$ cat src/rtl/irq_swz_pkg.sv
// Shared constants, types and helpers for the interrupt swizzle router.
// Assumes four pins per slot, four shared lines and 16 outputs.
package irq_swz_pkg;

    localparam int PINS     = 4;
    localparam int LINES    = 4;
    localparam int NUM_OUTS = 16;
    localparam int ROUTE_W  = 8;
    localparam int SEL_W    = $clog2(NUM_OUTS);
    localparam int ADDR_W   = $clog2(LINES);

    typedef logic [ROUTE_W-1:0] route_t;

    localparam route_t ROUTE_RESET = 8'h80;

    // Shared line reached by pin 'pin' of a device numbered 'dev'.
    function automatic logic [ADDR_W-1:0] swz_line(input int dev, input int pin);
        return ADDR_W'((pin + dev + LINES - 1) % LINES);
    endfunction

    // A route byte is live only when it names an output below NUM_OUTS.
    function automatic logic route_live(input route_t r);
        return (r[ROUTE_W-1:SEL_W] == '0);
    endfunction

endpackage

$ cat src/rtl/irq_swz_fold.sv
// Folds every slot pin onto its rotated shared line and holds the
// resulting line levels in a register. Assumes DEV_BASE >= 0.
module irq_swz_fold
    import irq_swz_pkg::*;
#(
    parameter int NUM_SLOTS = 4,
    parameter int DEV_BASE  = 1
) (
    input  logic                      clk,
    input  logic                      rst_n,
    input  logic [NUM_SLOTS*PINS-1:0] slot_irq,
    output logic [LINES-1:0]          line_q
);

    logic [LINES-1:0] line_d;

    // OR each pin into the line its slot rotation selects.
    always_comb begin
        line_d = '0;
        for (int s = 0; s < NUM_SLOTS; s++) begin
            for (int p = 0; p < PINS; p++) begin
                line_d[swz_line(DEV_BASE + s, p)] = line_d[swz_line(DEV_BASE + s, p)]
                                                  | slot_irq[s*PINS + p];
            end
        end
    end

    // Capture the line levels; clear them on reset.
    always_ff @(posedge clk) begin
        if (!rst_n) line_q <= '0;
        else        line_q <= line_d;
    end

    // all pins low means all lines low one edge later.
    p_quiet_lines_r3: assert property (@(posedge clk) disable iff (!rst_n)
        (slot_irq == '0) |=> (line_q == '0));

    // line levels start at zero when reset lifts.
    p_lines_cleared_r3: assert property (@(posedge clk) disable iff (!rst_n)
        $rose(rst_n) |-> (line_q == '0));

endmodule

$ cat src/rtl/irq_swz_route_regs.sv
// Holds the four route bytes, one per shared line, with an indexed
// write port and a combinational read of the addressed byte.
module irq_swz_route_regs
    import irq_swz_pkg::*;
(
    input  logic                    clk,
    input  logic                    rst_n,
    input  logic                    wr_en,
    input  logic [ADDR_W-1:0]       addr,
    input  route_t                  wdata,
    output route_t                  rdata,
    output logic [LINES-1:0][ROUTE_W-1:0] routes
);

    route_t route_q [LINES];

    // Reset every byte to disabled; store a write to the addressed byte.
    always_ff @(posedge clk) begin
        if (!rst_n) begin
            for (int i = 0; i < LINES; i++) route_q[i] <= ROUTE_RESET;
        end else if (wr_en) begin
            route_q[addr] <= wdata;
        end
    end

    // Present the addressed byte on the read port.
    always_comb rdata = route_q[addr];

    generate
        for (genvar g = 0; g < LINES; g++) begin : g_entry
            assign routes[g] = route_q[g];

            // a written byte holds the full written value.
            p_write_lands_r7: assert property (@(posedge clk) disable iff (!rst_n)
                (wr_en && addr == ADDR_W'(g)) |=> (route_q[g] == $past(wdata)));

            // bytes not addressed keep their value.
            p_others_hold_r7: assert property (@(posedge clk) disable iff (!rst_n)
                !(wr_en && addr == ADDR_W'(g)) |=> $stable(route_q[g]));

            // each byte comes out of reset disabled.
            p_reset_value_r1: assert property (@(posedge clk) disable iff (!rst_n)
                $rose(rst_n) |-> (route_q[g] == ROUTE_RESET));
        end
    endgenerate

endmodule

$ cat src/rtl/irq_swz_merge.sv
// Steers each shared line to the output its route byte names and ORs
// lines that share an output. Purely combinational.
module irq_swz_merge
    import irq_swz_pkg::*;
(
    input  logic [LINES-1:0]              line_lvl,
    input  logic [LINES-1:0][ROUTE_W-1:0] routes,
    output logic [NUM_OUTS-1:0]           irq_out
);

    // Accumulate live lines onto their selected outputs.
    always_comb begin
        irq_out = '0;
        for (int l = 0; l < LINES; l++) begin
            if (route_live(routes[l])) begin
                irq_out[routes[l][SEL_W-1:0]] = irq_out[routes[l][SEL_W-1:0]] | line_lvl[l];
            end
        end
    end

endmodule

$ cat src/rtl/irq_swz_router.sv
// Top of the interrupt swizzle router: slot pins -> rotated shared lines
// -> programmable route to 16 legacy outputs. Assumes one clock domain.
module irq_swz_router
    import irq_swz_pkg::*;
#(
    parameter int NUM_SLOTS = 4,
    parameter int DEV_BASE  = 1
) (
    input  logic                      clk,
    input  logic                      rst_n,
    input  logic                      reg_wr_en,
    input  logic [1:0]                reg_addr,
    input  logic [7:0]                reg_wdata,
    output logic [7:0]                reg_rdata,
    input  logic [NUM_SLOTS*4-1:0]    slot_irq,
    output logic [15:0]               irq_out
);

    logic [LINES-1:0]              line_q;
    logic [LINES-1:0][ROUTE_W-1:0] routes;

    irq_swz_fold #(
        .NUM_SLOTS (NUM_SLOTS),
        .DEV_BASE  (DEV_BASE)
    ) u_fold (
        .clk      (clk),
        .rst_n    (rst_n),
        .slot_irq (slot_irq),
        .line_q   (line_q)
    );

    irq_swz_route_regs u_regs (
        .clk    (clk),
        .rst_n  (rst_n),
        .wr_en  (reg_wr_en),
        .addr   (reg_addr),
        .wdata  (reg_wdata),
        .rdata  (reg_rdata),
        .routes (routes)
    );

    irq_swz_merge u_merge (
        .line_lvl (line_q),
        .routes   (routes),
        .irq_out  (irq_out)
    );

    // with no active shared line no output can be high.
    p_idle_outputs_r6: assert property (@(posedge clk) disable iff (!rst_n)
        (line_q == '0) |-> (irq_out == '0));

    // with every route byte at 16 or above all outputs stay low.
    p_all_disabled_r5: assert property (@(posedge clk) disable iff (!rst_n)
        ((routes[0][7:4] != 4'h0) && (routes[1][7:4] != 4'h0) &&
         (routes[2][7:4] != 4'h0) && (routes[3][7:4] != 4'h0)) |-> (irq_out == '0));

    // outputs can never outnumber the shared lines feeding them.
    p_out_count_r6: assert property (@(posedge clk) disable iff (!rst_n)
        ($countones(irq_out) <= $countones(line_q)));

endmodule

$ cat config.mk
export PLATFORM = sky130hd
export DESIGN_NAME = irq_swz_router
export DESIGN_NICKNAME = d
export VERILOG_FILES = /design/src/rtl/irq_swz_pkg.sv /design/src/rtl/irq_swz_fold.sv /design/src/rtl/irq_swz_route_regs.sv /design/src/rtl/irq_swz_merge.sv /design/src/rtl/irq_swz_router.sv
export SDC_FILE = /design/constraint.sdc
export NUM_CORES = 1
export LEC_CHECK = 0
export BUFFER_PORTS_ARGS = -buffer_cell sky130_fd_sc_hd__buf_2
export CAP_MARGIN = 20
export CORE_MARGIN = 2
export CORE_UTILIZATION = 50
export DETAILED_ROUTE_END_ITERATION = 10
export GPL_TIMING_DRIVEN = 0
export PLACE_DENSITY = 0.75
export RECOVER_POWER = 100
export SLEW_MARGIN = 20
export SYNTH_ARGS = -nofsm -noshare
export SYNTH_HDL_FRONTEND = slang
export SYNTH_SLANG_ARGS = --single-unit
$ cat constraint.sdc
create_clock -name clk -period 2.7 [get_ports clk]
set_clock_uncertainty 0.15 [all_clocks]
set_input_delay 0.27 -clock clk [delete_from_list [all_inputs] [get_ports clk]]
set_output_delay 0.27 -clock clk [all_outputs]
set_load 0.01 [all_outputs]
Yosys cells after proc, flatten, opt, wreduce, memory -nomap -nowiden
Memory sizes are Yosys's and may differ from the RTL's.
Cells that the tools add are included.
W data, S select, Z words.
{"block": "word_totals", "regBits": 4, "mem_bits_rw": 32, "mem_bits_ro": 16, "in_bits": 29, "out_inout_bits": 24, "word_cells": 66, "mem_count": 2}
{"name": "u_regs.route_q", "depth": 4, "word_bits": 8, "rd": 5, "rd_clocked_by_memory_dff": 0, "write_ports": 4, "line": "irq_swz_route_regs.sv:15", "source": "route_t route_q [LINES];"}
{"name": "(no name shown)", "depth": 16, "word_bits": 1, "rd": 1, "rd_clocked_by_memory_dff": 0, "write_ports": 0, "line": "irq_swz_merge.sv:16", "source": "irq_out[routes[l][SEL_W-1:0]] = irq_out[routes[l][SEL_W-1:0]] | line_lvl[l];"}
{"block": "op_classes", "magnitude_cmp": 8, "muxes": 29, "bitwise": 17, "n_reduce_logical": 9}
{"op": "$mux W16", "count": 4}
{"op": "$bwmux W16", "count": 3}
{"op": "$lt A4 B5 Y1 const B", "count": 4}
{"op": "$and A16 B16 Y16", "count": 1}
{"op": "$demux W1 S4", "count": 4}
{"op": "$ge A4 B1 Y1 const B", "count": 4}
{"op": "$logic_not A4 Y1", "count": 4}
{"op": "$or A1 B1 Y1", "count": 16}
{"op": "$mux W1", "count": 13}
{"op": "$bmux W1 S4", "count": 3}
{"op": "$mux W8", "count": 1}
{"op": "$reduce_or A8 Y1", "count": 1}
{"op": "$logic_and A1 B1 Y1", "count": 4}
{"op": "$mux W2", "count": 1}

Longest topological paths before layout
Gate-level depths: netlist of the first run.
{"block": "logic_depth", "depth_word": 21, "ltp_mapped": 9, "ltp_nobuf": 7}

Hierarchy
From an unflattened synthesis of the first run, not the netlist that was laid out.
{"block": "hier_totals", "cells_unflattened": 389, "hier_area_um2": 3271.9}
{"mod": "irq_swz_merge", "instances": 1, "cells_each": 286, "area_per_inst_um2": 1732.9, "seq_area_each_um2": 0.0}
{"mod": "irq_swz_route_regs", "instances": 1, "cells_each": 95, "area_per_inst_um2": 1413.9, "seq_area_each_um2": 960.9}
{"mod": "irq_swz_fold", "instances": 1, "cells_each": 8, "area_per_inst_um2": 125.1, "seq_area_each_um2": 80.1}

Least setup slack after synthesis of the first run
No wires, ideal clock.
{"block": "synth_path", "kind": "flip-flop to output port", "startpoint": "memory u_regs.route_q[1][5] (netlist name)", "endpoint": "output irq_out[3]", "arrival_ns": 2.245, "required_time_ns": 2.280, "path_slack_ns": 0.035, "stages_incl_launch_ff": 9, "n_path_buf": 1, "path_cell_list": "edfxtp_1 or4_4 buf_6 nor2_2 nand2_1 mux2_1 o2111ai_2 a21oi_1 a21oi_1"}
{"element": "from (decl)", "line": "irq_swz_route_regs.sv:15"}
{"element": "to (decl)", "line": "irq_swz_router.sv:16", "source": "output logic [15:0] irq_out"}

==> results of run 1 <==
==> cell type report <==
cell class / count / area share, %
clock inverter: 2 / 0.950
sequential: 36 / 28.2
multi-input combinational: 275 / 53.3
clock buffer: 6 / 1.97
tap: 72 / 2.44
timing repair buffer: 71 / 10.7
inverter: 5 / 0.509
buffer: 14 / 1.97
==> placed cells by master (no fill, tap or decap), types with 4 or more instances in the layout <==
master / instances
buf_2: 44
edfxtp_1: 32
nand2_1: 31
nor2_1: 22
clkbuf_1: 21
and2_0: 21
buf_4: 18
nor3_1: 16
nand2b_1: 15
nand3_1: 14
a21oi_1: 12
nor2b_1: 9
o21ai_0: 9
and3_1: 8
mux4_2: 8
nand4_1: 7
nor4_1: 6
o22ai_1: 5
mux2i_1: 5
inv_1: 5
a31oi_1: 5
clkbuf_8: 5
xor2_1: 4
nor3_2: 4
nor3_4: 4
nor3b_1: 4
o221ai_1: 4
o31ai_1: 4
o41a_1: 4
dfxtp_1: 4
==> sequential cells by signal, indices dropped and copies added, names as in the netlist <==
name	count
u_regs.route_q	32
u_fold.line_q	4
==> cell families (layout without fill, tap and decap cells) <==
group                     after synthesis  after routing  synth area share (%)
and+or+nand+nor                       188            188                  35.2
AOI/OAI and AO/OA                      67             67                  16.2
DFF                                    36             36                  35.2
buffers and inverters                  23             98                  3.47
muxes                                  14             14                  8.17
xor gates and xnor gates                6              6                  1.78
==> power by group through the flow <==
| stage | sequential (mW) | combinational, mW | clock [mW] |
|---|---|---|---|
| global route | 0.694 | 0.343 | 0.489 |
| finish | 0.691 | 0.319 | 0.454 |
| CTS | 0.689 | 0.309 | 0.460 |
| detailed placement | 0.700 | 0.277 | 0 |
| global placement | 0.698 | 0.272 | 0 |
| floorplan | 0.685 | 0.183 | 0 |
==> per-stage QoR <==
stage          hold WS [ps]  cell area, sq um
5_1_grt                41.7              3690
2_1_floorplan           243              2950
3_3_place_gp            331              3300
3_5_place_dp            339              3310
6_report               52.9              3690
4_1_cts                49.3              3650
==> worst max-delay path by stage <==
stage                     slack [ps]            startpoint           to  cells after the start
after global placement          -370  u_regs.route_q[0][5]   irq_out[3]                      8
final                           -530  u_regs.route_q[1][5]   irq_out[3]                      9
after global routing            -620  u_regs.route_q[1][5]   irq_out[5]                      9
after detailed placement        -360  u_regs.route_q[0][5]  irq_out[10]                      8
after floorplan                   40  u_regs.route_q[1][5]   irq_out[3]                      8
after CTS                       -450  u_regs.route_q[1][5]  irq_out[12]                      9
==> critical path, stage by stage (launching register included) <==
cell	delay [ps]
edfxtp_1	390
or4_4	650
buf_12	200
nor3_4	210
o22ai_1	120
o31ai_1	260
o211ai_1	230
a21oi_2	210
a21oi_1	90
buf_2	150
==> repair_timing <==
item | in CTS | in global routing
setup endpoints to repair | 16 | 16
resized for setup | 30 | 9
pin swaps | 15 | 5
setup buffers | 17 | 2
==> layer usage <==
metal | vias to the layer above | GRT usage, %
met5 | - | 0
met4 | 0 | 12.4
met3 | 48 | 5.67
met2 | 182 | 51.7
met1 | 1507 | 36.4
li1 | 1433 | -
==> results.sh, run 1 <==
export IMPL_first_pass_iters=5
export IMPL_cts_sinks=36
export IMPL_post_drt_wl_per_cell_um=19.4
export IMPL_cp_required_ps=2280
export IMPL_wl_um=9330
export IMPL_dr_first_iter_drc_count=403
export IMPL_syn_avg_cell_area_sq_um=8.84
export IMPL_cp_end_kind="output pin"
export IMPL_ant_nets=0
export IMPL_area_delta_synth_final_pct=24.9
export IMPL_finalWeightedCongestion=0.948
export IMPL_startpoint_type="flip-flop"
export IMPL_grt_pass1_vias=3068
export IMPL_fin_cells=481
export IMPL_leakagePower_nw=1.31
export IMPL_hold_viol_final=0
export IMPL_finalCriticalPeriod_ps=3230
export IMPL_die_w_um=80.9
export IMPL_post_place_ws_ps=-363
export IMPL_ys_seq_area_share_pct=35.2
export IMPL_max_clock_freq_mhz=310
export IMPL_synth_edf_count=32
export IMPL_met3_length_um=630
export IMPL_drive_above_1_share_pct=28.9
export IMPL_combinationalPowerShare_pct=21.8
export IMPL_yosysWarningCount=0
export IMPL_clockBufferDepth=2
export IMPL_crit_fanout=10
export IMPL_port_buffers=52
export IMPL_fillers=510
export IMPL_violations="negative setup slack"
export IMPL_final_core_utilization_pct=65.8
export IMPL_p_per_area_nw_per_um2=397
export IMPL_synthFlopType="edfxtp_1"
export IMPL_chipHeight_um=80.9
export IMPL_slew_viol_final=0
export IMPL_fin_crit_sh_pct=120
export IMPL_cts_tree="built"
export IMPL_cts_inserted_buffers=5
export IMPL_synthArstFlopShare_pct=0
export IMPL_htreeDepth=2
export IMPL_power_frac_clock_pct=31.0
export IMPL_drc=0
export IMPL_dp_cells=458
export IMPL_finalPower_mw=1.46
export IMPL_arrival_ps=2810
export IMPL_worstHoldEndpoint="u_fold.line_q[3]"
export IMPL_relSlewSlack_pct=44.2
export IMPL_pwr_share_seq_pct=47.2
export IMPL_hp_start="slot_irq[12]"
export IMPL_num_vias=3170
export IMPL_setup_ws_ps=-527
export IMPL_grt_max_degree=12
export IMPL_synth_top_area_cell="edfxtp_1"
export IMPL_synthCells=334
export IMPL_rows=27
export IMPL_p_int_mw=1.04
export IMPL_ys_ff_latch=36
export IMPL_core_area_sq_um=5610
export IMPL_synthesis_area_sq_um=2950
export IMPL_critPathKind="flip-flop to output pin"
export IMPL_ir_drop_v=0.000416
export IMPL_final_nets=437
export IMPL_worstMarginPinSlew_ps=835
export IMPL_syn_num_nets=363
export IMPL_die_area_sq_um=6540
export IMPL_cts_root_buf="clkbuf_8"
export IMPL_num_antenna_cells=0
export IMPL_seq_area_sq_um=1040
export IMPL_detail_route_vias_per_cell=6.59
export IMPL_dr_wl_met2_um=4680
export IMPL_synthTopCellsByArea="edfxtp_1 (33%), mux4_2 (6.1%), and2_1 (5.3%)"
export IMPL_p_sw_share_pct=28.7
export IMPL_synth_commonest_cells="edfxtp_1 (32), nand2_1 (32), nor2_1 (26)"
export IMPL_io_pins=53
export IMPL_dp_hpwl_um=6610
export IMPL_cap_violations=0
export IMPL_grt_overflow_total=0
export IMPL_wirelength_met1_um=3680
export IMPL_p_sw_mw=0.420
export IMPL_fin_setup_tns_ps=-7310
export IMPL_track_usage_pct=29.8
export IMPL_holdBufCountCts=0
export IMPL_antenna_found_initial=0
export IMPL_rsz0062_at_grt="yes"
export IMPL_setup_viol=16
export IMPL_grt_pass1_wl_um=14800
export IMPL_cts_clk_slew_worst_paths_ps=70
export IMPL_synth_distinct_cells=55
export IMPL_synth_top_cell_area_share_pct=32.5
export IMPL_hold_depth=2
export IMPL_multi_input_area_sq_um=1960
export IMPL_routed_top_layer="met4"
export IMPL_initial_core_util_pct=52.7
export IMPL_hold_path_class="primary input to flip-flop"
export IMPL_status="complete, but fails checks"
(Power assumes the default switching activity.)
==> inputs of run 2 (changes only) <==
CELL_PAD_IN_SITES_DETAIL_PLACEMENT = 1   (was default)
CELL_PAD_IN_SITES_GLOBAL_PLACEMENT = 2   (was default)
CORE_UTILIZATION = 31   (was 50)
PLACE_DENSITY = 0.76   (was 0.75)
REMOVE_ABC_BUFFERS = 1   (was default)
==> run 2 against run 1 <==
  * The run still ends with negative setup slack left
  * Setup slack worse by 21 ps
  * Critical path depth rose by 1
  * Worst hold slack got worse by 15 ps
  * Count of clock-buffer cells in the layout stayed put
  * First-iteration DRC count decreased by 63%
  * Total power is 3.6% higher
  * Clock power grew 2%
  * Utilization is 23 points lower
  * Wire length increased by 24%
  * Cell count rose by 13%
  * Maximum frequency shrank 0.63%
  * Sequential cell count unchanged
  * Largest cell class unchanged
==> results.sh, run 2 (synthesized netlist as in run 1, its figures left out) <==
export IMPL_htreeDepth=2
export IMPL_rows=35
export IMPL_track_usage_pct=22.8
export IMPL_worstHoldEndpoint="u_fold.line_q[1]"
export IMPL_hold_viol_final=0
export IMPL_cts_sinks=36
export IMPL_hold_path_class="primary input to flip-flop"
export IMPL_holdBufCountCts=0
export IMPL_critPathKind="flip-flop to output pin"
export IMPL_hp_start="slot_irq[14]"
export IMPL_largest_register="u_regs.route_q"
export IMPL_fin_cells=543
export IMPL_final_common_cell="buf_2"
export IMPL_drc=0
export IMPL_ir_drop_v=0.000343
export IMPL_antenna_found_initial=0
export IMPL_slew_viol_final=0
export IMPL_relSlewSlack_pct=43.5
export IMPL_area_delta_synth_final_pct=34.9
export IMPL_dr_first_iter_drc_count=151
export IMPL_io_pins=53
export IMPL_first_pass_iters=4
export IMPL_seq_area_sq_um=1040
export IMPL_num_antenna_cells=0
export IMPL_p_per_area_nw_per_um2=381
export IMPL_final_nets=442
export IMPL_final_core_utilization_pct=43.1
export IMPL_chipHeight_um=102
export IMPL_arrival_ps=2830
export IMPL_cts_root_buf="clkbuf_8"
export IMPL_worstMarginPinSlew_ps=846
export IMPL_ant_nets=0
export IMPL_wl_um=11600
export IMPL_dp_hpwl_um=8170
export IMPL_cap_violations=0
export IMPL_port_buffers=52
export IMPL_finalCriticalPeriod_ps=3250
export IMPL_max_clock_freq_mhz=308
export IMPL_grt_pass1_vias=3222
export IMPL_cts_inserted_buffers=5
export IMPL_status="complete, but fails checks"
export IMPL_cts_clk_slew_worst_paths_ps=70
export IMPL_violations="negative setup slack"
export IMPL_setup_viol=16
export IMPL_post_place_ws_ps=-541
export IMPL_leakagePower_nw=1.40
export IMPL_grt_max_degree=17
export IMPL_fillers=1082
export IMPL_whs_ps=37.8
export IMPL_die_w_um=102
export IMPL_drive_above_1_share_pct=35.3
export IMPL_fin_setup_tns_ps=-7410
export IMPL_crit_fanout=5
export IMPL_post_drt_wl_per_cell_um=21.3
export IMPL_startpoint_type="flip-flop"
export IMPL_grt_pass1_wl_um=18000
export IMPL_clockBufferDepth=2
export IMPL_dp_cells=497
export IMPL_setup_ws_ps=-547
export IMPL_rsz0062_at_grt="yes"
export IMPL_cp_required_ps=2280
export IMPL_cts_tree="built"
export IMPL_reg_largest_list="u_regs.route_q: 32 flops, u_fold.line_q: 4 flops"
export IMPL_hold_depth=2
export IMPL_num_vias=3083
export IMPL_initial_core_util_pct=32.0
export IMPL_die_area_sq_um=10300
export IMPL_multi_input_area_sq_um=2100
export IMPL_cp_end_kind="output pin"
export IMPL_finalWeightedCongestion=0.893
export IMPL_core_area_sq_um=9240
export IMPL_largest_register_ff_count=32
export IMPL_detail_route_vias_per_cell=5.68
export IMPL_layout_common_cells="buf_2 (43), edfxtp_1 (32), nand2_1 (31), buf_4 (31), nor2_1 (22)"
export IMPL_fin_crit_sh_pct=120
export IMPL_grt_overflow_total=0
-- run 2: worst max path at each step --
| stage | startpoint | endpoint | cells after the start |
|---|---|---|---|
| after floorplan | u_regs.route_q[0][5] | irq_out[3] | 7 |
| after global placement | u_regs.route_q[1][0] | irq_out[12] | 8 |
| after detailed placement | u_regs.route_q[0][5] | irq_out[4] | 8 |
| after CTS | u_regs.route_q[1][5] | irq_out[10] | 8 |
| after global routing | u_regs.route_q[1][5] | irq_out[5] | 10 |
| final | u_regs.route_q[1][5] | irq_out[5] | 10 |
-- run 2: what timing repair did --
item,4_1_cts,5_1_grt
cloned,1,0
setup buffers,27,10
gates resized for setup,38,26
endpoints found under the setup margin,16,16
pin swaps,15,18
-- run 2: critical path: stages (launching register included) --
cell and delay, ps:
edfxtp_1 420, or4_4 630, buf_4 180, nor2_4 80, buf_4 140, a21oi_1 110
o31ai_4 330, o21ai_4 150, nor4_4 280, a21oi_2 80, buf_2 140
-- run 2: layout make-up --
cell class,count,area share (%)
Clock inverter,2,0.879
Clock buffer,6,1.82
Multi-Input combinational cell,276,52.7
Tap cell,129,4.05
Sequential cell,36,26.1
Timing Repair Buffer,89,14.0
Inverter,5,0.471
-- run 2: per-layer routing --
metal  global-route usage [%]  routed length (um)  up-vias  share of wire, %
met5                        0                   0        -                 0
met4                     5.82                 171        0               1.5
met3                     2.14                 454       16               3.9
met2                     40.9                5950       83                52
met1                     29.4                4970     1547                43
li1                         -                   -     1437                 -
-- run 2: report_power, final --
| part | switching, mW | leakage (nW) | internal [mW] |
|---|---|---|---|
| logic | 0.203 | 1.00 | 0.133 |
| clock network | 0.189 | 0.0552 | 0.274 |
| registers | 0.0661 | 0.346 | 0.651 |
| total | 0.459 | 1.40 | 1.06 |
-- run 2: metrics by stage --
step | instance area, sq um | power, mW
2_1_floorplan | 2870 | 0.852
3_3_place_gp | 3290 | 0.978
3_5_place_dp | 3300 | 0.989
4_1_cts | 3800 | 1.50
5_1_grt | 3990 | 1.57
6_report | 3990 | 1.52
==> inputs of run 3 (changes only) <==
PLACE_DENSITY = default   (was 0.76)
PLACE_DENSITY_LB_ADDON = 0.1   (was default)
==> run 3 against run 2 <==
  * The run still ends with negative setup slack left
  * Utilization decreased by 0.22 points
  * Die area unchanged
  * First-iteration DRC count fell by 41%
  * Maximum frequency increased by 0.53%
  * Sequential cell count is the same
  * Via count decreased by 0.78%
  * Cell area shrank 0.50%
  * Cell count is 0.74% lower
  * Count of clock-buffer cells in the layout decreased by 1
  * Setup slack better by 17 ps
  * Non-clock buffer count shrank 4
  * Critical endpoint is now irq_out[1]
  * Largest cell class unchanged
  * Highest routed layer unchanged
==> results.sh, run 3 (synthesized netlist as in run 1, its figures left out) <==
export IMPL_cts_tree="built"
export IMPL_cts_clk_slew_worst_paths_ps=80
export IMPL_status="complete, but fails checks"
export IMPL_num_vias=3059
export IMPL_num_antenna_cells=0
export IMPL_detail_route_vias_per_cell=5.68
export IMPL_die_area_sq_um=10300
export IMPL_ant_nets=0
export IMPL_fin_crit_sh_pct=120
export IMPL_rows=35
export IMPL_setup_ws_ps=-530
export IMPL_slew_viol_final=0
export IMPL_dp_cells=497
export IMPL_grt_pass1_vias=3098
export IMPL_ir_drop_v=0.000360
export IMPL_first_pass_iters=4
export IMPL_post_dp_cell_area_sq_um=3300
export IMPL_finalCriticalPeriod_ps=3230
export IMPL_cts_root_buf="clkbuf_8"
export IMPL_area_delta_synth_final_pct=34.2
export IMPL_antenna_found_initial=0
export IMPL_arrival_ps=2810
export IMPL_p_per_area_nw_per_um2=428
export IMPL_chipHeight_um=102
export IMPL_clockBufferDepth=2
export IMPL_largest_register="u_regs.route_q"
export IMPL_hold_viol_final=0
export IMPL_io_pins=53
export IMPL_post_drt_wl_per_cell_um=21.2
export IMPL_violations="negative setup slack"
export IMPL_wl_um=11400
export IMPL_core_area_sq_um=9240
export IMPL_cp_required_ps=2280
export IMPL_grt_pass1_wl_um=17200
export IMPL_reg_largest_list="u_regs.route_q: 32 flops, u_fold.line_q: 4 flops"
export IMPL_crit_fanout=7
export IMPL_grt_overflow_total=0
export IMPL_layout_common_cells="buf_2 (43), edfxtp_1 (32), nand2_1 (31)"
export IMPL_track_usage_pct=22.4
export IMPL_cap_violations=0
export IMPL_max_clock_freq_mhz=310
export IMPL_relSlewSlack_pct=43.2
export IMPL_largest_register_ff_count=32
export IMPL_final_nets=438
export IMPL_grt_max_degree=17
export IMPL_rsz0062_at_grt="yes"
export IMPL_critPathKind="flip-flop to output pin"
export IMPL_cp_end_kind="output pin"
export IMPL_htreeDepth=2
export IMPL_drive_above_1_share_pct=32.7
export IMPL_finalWeightedCongestion=0.855
export IMPL_leakagePower_nw=1.40
export IMPL_worstMarginPinSlew_ps=851
export IMPL_cts_sinks=36
export IMPL_initial_core_util_pct=32.0
export IMPL_drc=0
export IMPL_dp_hpwl_um=8140
export IMPL_fillers=1088
export IMPL_startpoint_type="flip-flop"
export IMPL_finalPower_mw=1.70
export IMPL_setup_viol=16
export IMPL_final_common_cell="buf_2"
export IMPL_cts_inserted_buffers=5
export IMPL_port_buffers=52
export IMPL_fin_area_sq_um=3970
export IMPL_dr_first_iter_drc_count=89
export IMPL_hold_path_class="primary input to flip-flop"
export IMPL_die_w_um=102
export IMPL_fin_cells=539
export IMPL_hold_depth=2
==> run 3: where the power goes <==
group | leakage [nW] | switching, mW | internal, mW
clock network | 0.0784 | 0.196 | 0.462
registers | 0.346 | 0.0627 | 0.651
logic | 0.974 | 0.199 | 0.127
==> run 3: worst max-delay path: stages, from the launching register on <==
cell	delay, ps
edfxtp_1	400
or4_4	670
nor3_4	220
a21oi_2	90
a311oi_2	310
o2111ai_4	230
a211oi_1	330
o22ai_1	110
buf_2	150
==> run 3: area by class of cell <==
type | instances | area [sq um] | share of cell area, %
multi-input cells | 276 | 2060 | 51.8
clock inverters | 3 | 90.1 | 2.27
repair buffers | 85 | 529 | 13.3
inverters | 5 | 18.8 | 0.473
clock buffers | 5 | 68.8 | 1.74
well taps | 129 | 161 | 4.07
flip-flops and latches | 36 | 1040 | 26.3
==> run 3: timing repair <==
| action | 4_1_cts | 5_1_grt |
|---|---|---|
| setup buffers | 22 | 11 |
| gates resized for setup | 39 | 10 |
| pin swaps | 27 | 15 |
| setup endpoints to repair | 16 | 16 |
| hold buffers | 0 | 0 |
| gates cloned | 1 | 0 |
==> run 3: metal layers <==
| metal | up-vias | routed length [um] | global-route usage (%) |
|---|---|---|---|
| li1 | 1431 | - | - |
| met1 | 1528 | 4760 | 27.9 |
| met2 | 85 | 6000 | 41.1 |
| met3 | 15 | 459 | 2.21 |
| met4 | 0 | 195 | 5.61 |
| met5 | - | 0 | 0 |
==> run 3: stage by stage <==
step / setup WS (ps) / hold slack [ps] / TNS [ps] / util, %
after global routing: -575 / 27.0 / -8390 / 42.9
final: -530 / 37.6 / -6640 / 42.9
after CTS: -539 / 29.5 / -7240 / 41.4
after floorplan: -85.3 / 243 / -442 / -
after global placement: -903 / 337 / -13050 / 35.6
after detailed placement: -612 / 337 / -8040 / 35.7
==> run 3: final timing paths <==
| kind | start | endpoint | slack, ps |
|---|---|---|---|
| hold / removal | slot_irq[13] | u_fold.line_q[0] | 40 |
| setup / recovery | u_regs.route_q[1][7] | irq_out[1] | -530 |
